**config.mk**
```make
export PLATFORM = sky130hd
export DESIGN_NAME = anc_csum_fixer
export DESIGN_NICKNAME = d
export VERILOG_FILES = /design/src/rtl/anccs_pkg.sv /design/src/rtl/anccs_window.sv /design/src/rtl/anccs_parser.sv /design/src/rtl/anccs_field_flags.sv /design/src/rtl/anc_csum_fixer.sv
export SDC_FILE = /design/constraint.sdc
export NUM_CORES = 1
export LEC_CHECK = 0
export BUFFER_PORTS_ARGS = -buffer_cell sky130_fd_sc_hd__buf_2
export CELL_PAD_IN_SITES_DETAIL_PLACEMENT = 2
export CELL_PAD_IN_SITES_GLOBAL_PLACEMENT = 2
export CORE_ASPECT_RATIO = 1.75
export CORE_UTILIZATION = 25
export DETAILED_ROUTE_END_ITERATION = 16
export PLACE_DENSITY = 0.6
export RECOVER_POWER = 50
export SLEW_MARGIN = 20
export SYNTH_ARGS = -nofsm -noshare
export SYNTH_HDL_FRONTEND = slang
export SYNTH_SLANG_ARGS = --single-unit
export TNS_END_PERCENT = 20
```
**constraint.sdc**
```tcl
create_clock -name clk -period 1.6 [get_ports clk]
set_input_delay 0.16 -clock clk [delete_from_list [all_inputs] [get_ports clk]]
set_output_delay 0.16 -clock clk [all_outputs]
set_load 0.01 [all_outputs]
```
**src/rtl/anccs_pkg.sv**
```systemverilog
package anccs_pkg;
  localparam int WORD_W  = 10;
  localparam int FLAG_N  = 3;   // words in the ancillary start flag
  localparam int COUNT_W = 8;   // user data count bits taken from the count word

  typedef enum logic [2:0] {
    PS_IDLE,
    PS_FLAG,
    PS_DID,
    PS_SDID,
    PS_DC,
    PS_UDW,
    PS_CS
  } pstate_e;
endpackage

```
**src/rtl/anccs_window.sv**
```systemverilog
module anccs_window #(
  parameter int W     = anccs_pkg::WORD_W,
  parameter int DEPTH = anccs_pkg::FLAG_N
) (
  input  logic         clk,
  input  logic         rst_n,
  input  logic         push,
  input  logic [W-1:0] din,
  output logic         full,
  output logic [W-1:0] oldest,
  output logic         flag_hit
);
  localparam int FW = $clog2(DEPTH + 1);

  logic [W-1:0]     slot_q [DEPTH];
  logic [FW-1:0]    fill_q;
  logic [DEPTH-1:0] hit_v;

  always_ff @(posedge clk or negedge rst_n) begin
    if (!rst_n) begin
      for (int i = 0; i < DEPTH; i++) slot_q[i] <= '0;
      fill_q <= '0;
    end else if (push) begin
      for (int i = DEPTH - 1; i > 0; i--) slot_q[i] <= slot_q[i-1];
      slot_q[0] <= din;
      if (fill_q != FW'(DEPTH)) fill_q <= fill_q + 1'b1;
    end
  end

  // oldest slot must be all zeros, every newer slot all ones
  for (genvar g = 0; g < DEPTH; g++) begin : g_match
    if (g == DEPTH - 1) begin : g_zero
      assign hit_v[g] = (slot_q[g] == '0);
    end else begin : g_ones
      assign hit_v[g] = (slot_q[g] == '1);
    end
  end

  assign full     = (fill_q == FW'(DEPTH));
  assign oldest   = slot_q[DEPTH-1];
  assign flag_hit = full && (&hit_v);
endmodule

```
**src/rtl/anccs_parser.sv**
```systemverilog
module anccs_parser #(
  parameter int W      = anccs_pkg::WORD_W,
  parameter int FLAG_N = anccs_pkg::FLAG_N,
  parameter int CNT_W  = anccs_pkg::COUNT_W
) (
  input  logic         clk,
  input  logic         rst_n,
  input  logic         step,
  input  logic [W-1:0] word,
  input  logic         flag_hit,
  input  logic         fix_en,
  output logic [W-1:0] word_out,
  output logic         in_pkt,
  output logic         mismatch,
  output logic         illegal
);
  import anccs_pkg::*;

  localparam int SUM_W = W - 1;
  localparam int AL_W  = $clog2(FLAG_N + 1);

  pstate_e          st_q, st_d;
  logic [SUM_W-1:0] sum_q, sum_d;
  logic [CNT_W-1:0] cnt_q, cnt_d;
  logic [AL_W-1:0]  left_q, left_d;
  logic [W-1:0]     calc;

  assign calc = {~sum_q[SUM_W-1], sum_q};

  always_comb begin
    st_d     = st_q;
    sum_d    = sum_q;
    cnt_d    = cnt_q;
    left_d   = left_q;
    word_out = word;
    in_pkt   = 1'b1;
    mismatch = 1'b0;
    illegal  = 1'b0;
    unique case (st_q)
      PS_IDLE: begin
        in_pkt = flag_hit;
        if (flag_hit) begin
          st_d   = PS_FLAG;
          left_d = AL_W'(FLAG_N - 1);
        end
      end
      PS_FLAG: begin
        left_d = left_q - 1'b1;
        if (left_q == AL_W'(1)) st_d = PS_DID;
      end
      PS_DID: begin
        sum_d = word[SUM_W-1:0];
        st_d  = PS_SDID;
      end
      PS_SDID: begin
        sum_d = sum_q + word[SUM_W-1:0];
        st_d  = PS_DC;
      end
      PS_DC: begin
        sum_d = sum_q + word[SUM_W-1:0];
        cnt_d = word[CNT_W-1:0];
        st_d  = (word[CNT_W-1:0] == '0) ? PS_CS : PS_UDW;
      end
      PS_UDW: begin
        sum_d = sum_q + word[SUM_W-1:0];
        cnt_d = cnt_q - 1'b1;
        if (cnt_q == CNT_W'(1)) st_d = PS_CS;
      end
      PS_CS: begin
        mismatch = step && (word != calc);
        illegal  = step && fix_en && (&word[W-1:2]);
        word_out = fix_en ? calc : word;
        st_d     = PS_IDLE;
      end
      default: begin
        in_pkt = 1'b0;
        st_d   = PS_IDLE;
      end
    endcase
  end

  always_ff @(posedge clk or negedge rst_n) begin
    if (!rst_n) begin
      st_q   <= PS_IDLE;
      sum_q  <= '0;
      cnt_q  <= '0;
      left_q <= '0;
    end else if (step) begin
      st_q   <= st_d;
      sum_q  <= sum_d;
      cnt_q  <= cnt_d;
      left_q <= left_d;
    end
  end
endmodule

```
**src/rtl/anccs_field_flags.sv**
```systemverilog
module anccs_field_flags #(
  parameter int N = 2
) (
  input  logic         clk,
  input  logic         rst_n,
  input  logic         field_pulse,
  input  logic [N-1:0] event_in,
  output logic [N-1:0] report
);
  for (genvar g = 0; g < N; g++) begin : g_flag
    logic sticky_q, report_q;
    always_ff @(posedge clk or negedge rst_n) begin
      if (!rst_n) begin
        sticky_q <= 1'b0;
        report_q <= 1'b0;
      end else if (field_pulse) begin
        report_q <= sticky_q | event_in[g];
        sticky_q <= 1'b0;
      end else begin
        sticky_q <= sticky_q | event_in[g];
      end
    end
    assign report[g] = report_q;
  end
endmodule

```
**src/rtl/anc_csum_fixer.sv**
```systemverilog
module anc_csum_fixer #(
  parameter int W      = anccs_pkg::WORD_W,
  parameter int FLAG_N = anccs_pkg::FLAG_N,
  parameter int CNT_W  = anccs_pkg::COUNT_W
) (
  input  logic         clk,
  input  logic         rst_n,
  input  logic         in_valid,
  output logic         in_ready,
  input  logic [W-1:0] in_data,
  output logic         out_valid,
  input  logic         out_ready,
  output logic [W-1:0] out_data,
  output logic         out_anc,
  input  logic         field_pulse,
  input  logic         fix_pin,
  input  logic         fix_host,
  output logic         anc_err,
  output logic         bad_code
);
  logic         full, flag_hit, pop, accept, fix_en;
  logic [W-1:0] oldest, fixed_word;
  logic         in_pkt, mismatch, illegal;
  logic [1:0]   flags;
  logic         ov_q, oa_q;
  logic [W-1:0] od_q;

  assign fix_en   = fix_pin | fix_host;
  assign in_ready = !full || !ov_q || out_ready;
  assign accept   = in_valid && in_ready;
  assign pop      = accept && full;

  anccs_window #(.W(W), .DEPTH(FLAG_N)) u_window (
    .clk      (clk),
    .rst_n    (rst_n),
    .push     (accept),
    .din      (in_data),
    .full     (full),
    .oldest   (oldest),
    .flag_hit (flag_hit)
  );

  anccs_parser #(.W(W), .FLAG_N(FLAG_N), .CNT_W(CNT_W)) u_parser (
    .clk      (clk),
    .rst_n    (rst_n),
    .step     (pop),
    .word     (oldest),
    .flag_hit (flag_hit),
    .fix_en   (fix_en),
    .word_out (fixed_word),
    .in_pkt   (in_pkt),
    .mismatch (mismatch),
    .illegal  (illegal)
  );

  anccs_field_flags #(.N(2)) u_flags (
    .clk         (clk),
    .rst_n       (rst_n),
    .field_pulse (field_pulse),
    .event_in    ({illegal, mismatch}),
    .report      (flags)
  );

  always_ff @(posedge clk or negedge rst_n) begin
    if (!rst_n) begin
      ov_q <= 1'b0;
      oa_q <= 1'b0;
      od_q <= '0;
    end else if (pop) begin
      ov_q <= 1'b1;
      oa_q <= in_pkt;
      od_q <= fixed_word;
    end else if (out_ready) begin
      ov_q <= 1'b0;
    end
  end

  assign out_valid = ov_q;
  assign out_data  = od_q;
  assign out_anc   = oa_q;
  assign anc_err   = flags[0];
  assign bad_code  = flags[1];
endmodule

```
# [After elaboration in Yosys (flattened, before gate mapping)]
# Index checks and enable logic that the tools add are counted.
[word_totals] input_bits=17 output_inout_bits=15 register_bits=70 wordCells=83
[op_classes] n_mux=18 n_addsub=4 n_bitwise=4 n_reduce_logical=26 n_eq_ne=16
[op_table] cell="$eq A10 B10 Y1 const B" n=2
[op_table] cell="$mux W10" n=2
[op_table] cell="$pmux W3 S6" n=1
[op_table] cell="$pmux W9 S2" n=1
[op_table] cell="$pmux W8 S2" n=1
[op_table] cell="$logic_not A10 Y1" n=1
[op_table] cell="$ne A10 B10 Y1" n=1
[op_table] cell="$add A9 B9 Y9" n=1
[op_table] cell="$eq A3 B3 Y1 const B" n=3
[op_table] cell="$mux W3" n=3
[op_table] cell="$eq A8 B1 Y1 const B" n=1
[op_table] cell="$logic_not A8 Y1" n=1
[op_table] cell="$reduce_and A8 Y1" n=1
[op_table] cell="$reduce_bool A2 Y1" n=4
[op_table] cell="$sub A8 B1 Y8 const B" n=1
[op_table] cell="$eq A3 B2 Y1 const B" n=2
[op_table] cell="$logic_and A1 B1 Y1" n=6
[op_table] cell="$mux W1" n=6
[op_table] cell="$reduce_and A2 Y1" n=3
[op_table] cell="$reduce_and A3 Y1" n=2
[op_table] cell="$reduce_or A6 Y1" n=1
[op_table] cell="$mux W2" n=2
[op_table] cell="$ne A2 B1 Y1 const B" n=2
[op_table] cell="$ne A2 B2 Y1 const B" n=2
[op_table] cell="other kinds (14)" n=18

# [Longest topological paths before layout]
[depth] depth_word=11 ltp_mapped=8 depth_no_buf=7

# [Hierarchy]
# From an unflattened synthesis, not the netlist that was laid out.
[hier_totals] cells_unflattened=363 hier_area_um2=3856.2
[modules_own_cells] mod="anccs_parser" cells_each=228 area_each_um2=1835.5 instances=1
[modules_own_cells] mod="anccs_window" cells_each=90 area_each_um2=1343.8 instances=1
[modules_own_cells] mod="anc_csum_fixer" cells_each=31 area_each_um2=529.3 instances=1
[modules_own_cells] mod="anccs_field_flags" cells_each=14 area_each_um2=147.6 instances=1

# [Worst setup path after synthesis]
# Ideal clock, no wire load.
[synth_path] path_kind="register to register" from="register u_window.slot_q, in the netlist u_window.oldest[0]" to="register u_parser.sum_q[8]" slack_ns=-0.195 synth_period_minus_slack_ns=1.795 required_time_ns=1.463 arrival_time_ns=1.658 stages_incl_launch_ff=8 n_path_buf=0 cell_sequence="dfrtp_1 ha_1 fa_1 nand3_1 a21oi_1 o21a_1 o211ai_1 o31ai_1"
[synth_between] elab_chain_len=2
[synth_rtl] element="start: declaration" line_no="anccs_window.sv:15" text="logic [W-1:0] slot_q [DEPTH];"
[synth_rtl] element="$add A9 B9 Y9" line_no="anccs_parser.sv:56, anccs_parser.sv:60, anccs_parser.sv:65"
[synth_rtl] element="$pmux W9 S2" line_no="anccs_parser.sv:39" text="unique case (st_q)"
[synth_rtl] element="end signal: assignment" line_no="anccs_parser.sv:90" text="sum_q <= sum_d;"
[synth_rtl] element="end: declaration" line_no="anccs_parser.sv:23" text="logic [SUM_W-1:0] sum_q, sum_d;"
# Every way passes these cells.
# A chain may end at the register's enable or synchronous reset.

# [Final worst setup path]
[layout_path] from="register u_window.slot_q, in the netlist u_window.oldest[7]" to="register u_parser.st_q[0]"
[layout_between] elab_chain_len=5 elab_cells_between_ends=8
[layout_rtl] element="$logic_not A10 Y1" line_no="anccs_window.sv:33" text="assign hit_v[g] = (slot_q[g] == '0);"
[layout_rtl] element="$reduce_and A3 Y1" line_no="anccs_window.sv:41" text="assign flag_hit = full && (&hit_v);"
[layout_rtl] element="$logic_and A1 B1 Y1" line_no="anccs_window.sv:41"
[layout_rtl] element="$ne A2 B2 Y1 (no line)"
[layout_rtl] element="$reduce_and A4 Y1 (no line)"
[layout_rtl] element="end signal: assignment" line_no="anccs_parser.sv:89" text="st_q <= st_d;"
[layout_rtl] element="end: declaration" line_no="anccs_parser.sv:22" text="pstate_e st_q, st_d;"
# Several ways; a longest one is shown, not always the timed one.

==> metrics.md <==
| Metric | Value |
|---|---|
| Routed via count | 3,341 |
| Power Dens Cells | 1270 mW/mm² |
| Setup TNS | -2.47 ns |
| Fin area | 0.00552 mm² |
| Detailed placement HPWL | 9430 µm |
| GRT Overall Usage | 0.183 |
| Syn avg cell area | 10.4 µm² |
| Worst Skew | 0.00743 ns |
| Netlist cell types | 56 |
| Slew Limit Headroom | 0.328 |
| Mapped cell area | approximately 0.0037 mm² |
| CP required | 1.87 ns |
| Reg2Reg Depth | 5 |
| Final setup violation count | 19 |
| Leakage | 2.37 nW |
| Worst R2R Start | u_window.oldest[7] |
| WL/cell | 20.0 µm |
| Final wirelength | roughly 13,000 µm |
| Via-to-Cell Ratio | 4.99 |
| Setup crit end kind | flop |
| Min-Delay Path Class | in -> reg |
| Post-DRT Antenna Nets | 0 |
| DIE AREA | 0.0154 mm² |
| Post-Synthesis Cells | between 300 and 400 |
| GPL Wtd Cong | 0.808 |
| Final net count | between 500 and 600 |
| Main synth FF type | dfrtp_1 |
| Critical path class | reg -> reg |
| Final worst path period need | approximately 1.9 ns |
| Hold_ws | approximately 0.054 ns |
| Initial Util | 0.257 |
| Clock root buffer | clkbuf_16 |
| Antenna cells | 0 |
| Seq/Total Area, Yosys | 0.471 |
| EDFF count, synth | 0 |
| Clock latency on the worst-skew pair | around 0.34 ns |
| Drt first pass iters | 4 |
| Setup ws final | -0.282 ns |
| Max VDD drop | between 600 and 700 µV |
| Syn Nets | approximately 390 |
| Max-cap violation count | 0 |
| Worst Max-Slew Pin Slew | 1.01 ns |
| Clock transition at the registers of the reported paths | approximately 0.06 ns |
| Row cnt | 58 |
| Pins over their slew limit | 0 |
| Placed Cells | 636 |
| Initial DRC Count | 90 |
| Non-Filler Instances | 670 |
| Initial antenna violation count | 0 |
| Final hold vios | 0 |
| Max Freq | 531 MHz |
| Crit path from | u_window.oldest[7] |
| Critical path startpoint category | flop |
| WP data arrival | between 2 and 2.5 ns |
| Num CTS Buffers | 9 |
| Vias in the first global route | ~3,800 |
| Commonest non-fill, non-tap cells in the layout | buf_4 (87), dfrtp_1 (62), mux2_2 (32), nand2_1 (31), buf_2 (31) |
| Ys async rst share | 1.00 |
| Pin count of the biggest net entering global routing | 71 |
| Placed cell area | 0.00468 mm² |
| Die X | 94.2 µm |
| Die height | 163 µm |
| Yosys reg bits | 70 |
| Maximum fanout along the worst path | 3 |
| Layout cells sized above 1 | 0.514 |
| Wire length of the first global-routing pass | 20,900 µm |
| Tot Pwr | between 7 and 8 mW |
| Clock Path Buffers | 2 |
| CTS tree | built |
| Synth Warn # | 0 |
| H-tree levels | 3 |
| Hold path depth | 2 |
| Final Cycle Share | 1.18 |
| Hold Crit Start | in_data[6] |
| I/O Pins | 32 |
| Status | finished, violations left |
| Total grt overflow | 0 |
| Failing checks | negative setup slack |
| Area growth syn-to-layout | 48.4% |
| Most common cell after layout, fill and taps aside | buf_4 |
| Core ar. | 0.0144 mm² |
| DRC errors left | 0 |
| RSZ-0062 raised after global routing | true |
| Port Buffer Count | 31 |
| Sink Count | 70 |
-- sequential cells by signal, indices dropped and copies added (netlist names) --
name / flops
out_valid: 1
u_window.slot_q: 20
out_anc: 1
u_window.fill_q: 2
u_flags.g_flag.report_q: 2
u_parser.st_q: 3
out_data: 10
u_parser.sum_q: 9
u_flags.g_flag.sticky_q: 2
u_window.oldest: 10
u_parser.left_q: 2
u_parser.cnt_q: 8
-- cells by family (layout without fill, tap and decap cells) --
family | after synthesis | count (layout) | share of synthesized area
mux | 44 | 44 | 0.130
flops | 70 | 70 | 0.471
xor+xnor | 5 | 5 | 0.0118
buf+inv | 24 | 158 | 0.0374
compound gates | 79 | 79 | 0.134
fa+ha+maj | 13 | 13 | 0.0458
simple gates | 121 | 121 | 0.170
-- final cells by class --
class | count | area, µm²
inverter | 7 | 26.3
clock buffer | 11 | 243
sequential | 70 | 1760
tap | 180 | 225
fill | 1525 | 8920
timing repair buffer | 136 | 1040
multi-input combinational | 262 | 2180
clock inverter | 4 | 47.5
-- per-layer routing --
layer / up-vias / GRT usage / wire [µm]
met2: 45 / 0.363 / 7920
met3: 23 / 0.0219 / 226
met5: - / 0 / 0
met1: 1730 / 0.185 / 4820
li1: 1543 / - / -
met4: 0 / 0.0734 / 401
-- worst max-delay path: stages (launching register included) --
cell and delay (ns):
dfrtp_2 0.43, or4_4 0.56, nor2_4 0.16, a41oi_4 0.18, nor4b_2 0.36, a21o_1 0.13
-- final timing paths --
kind	to	slack (ns)
setup / recovery	u_parser.st_q[0]	-0.28
hold / removal	u_window.slot_q[26]	0.05
setup reg to reg	u_parser.st_q[0]	-0.28
hold reg to reg	out_anc	0.47
max in group asynchronous	u_parser.st_q[2]	0.25
min in group asynchronous	u_window.slot_q[24]	0.63
-- Yosys cell counts, types with 3 or more instances --
library cell	instances	area [µm²]
buf_2	6	30.0
inv_1	7	26.3
nor3_1	14	70.1
o21ai_1	8	40.0
a21o_1	4	30.0
nand2_1	35	131
a21oi_1	22	110
a31oi_1	6	37.5
clkbuf_1	6	22.5
mux2i_1	11	110
o22ai_1	3	18.8
clkbuf_8	3	41.3
xnor2_1	3	26.3
dfrtp_1	70	1750
a211oi_1	3	22.5
or3_1	3	18.8
o21ai_0	16	80.1
ha_1	12	150
nand2b_1	6	37.5
nor2b_1	5	31.3
nor4_1	4	25.0
nand4_1	7	43.8
mux2_2	33	372
nor2_1	23	86.3
nand3_1	10	50.1
-- through the flow --
| stage | util | setup WS (ns) |
|---|---|---|
| after floorplan | - | -0.0943 |
| after CTS | 0.368 | -0.298 |
| after global placement | 0.324 | -0.374 |
| after global routing | 0.382 | -0.357 |
| after detailed placement | 0.324 | -0.414 |
| final | 0.382 | -0.282 |
-- power by group --
group / internal [mW] / switching (mW)
clock: 1.24 / 0.797
sequential: 2.14 / 0.337
combinational: 1.33 / 1.17
total: 4.71 / 2.30
-- what timing repair did --
action | CTS | global route
hold buffers | 1 | 0
cloned | 1 | 0
setup endpoints to repair | 68 | 67
resized for setup | 50 | 47
endpoints found under the hold margin | 70 | 0
pin swaps | 13 | 14
setup buffers | 14 | 4
Power figures use the tool's default switching activity.
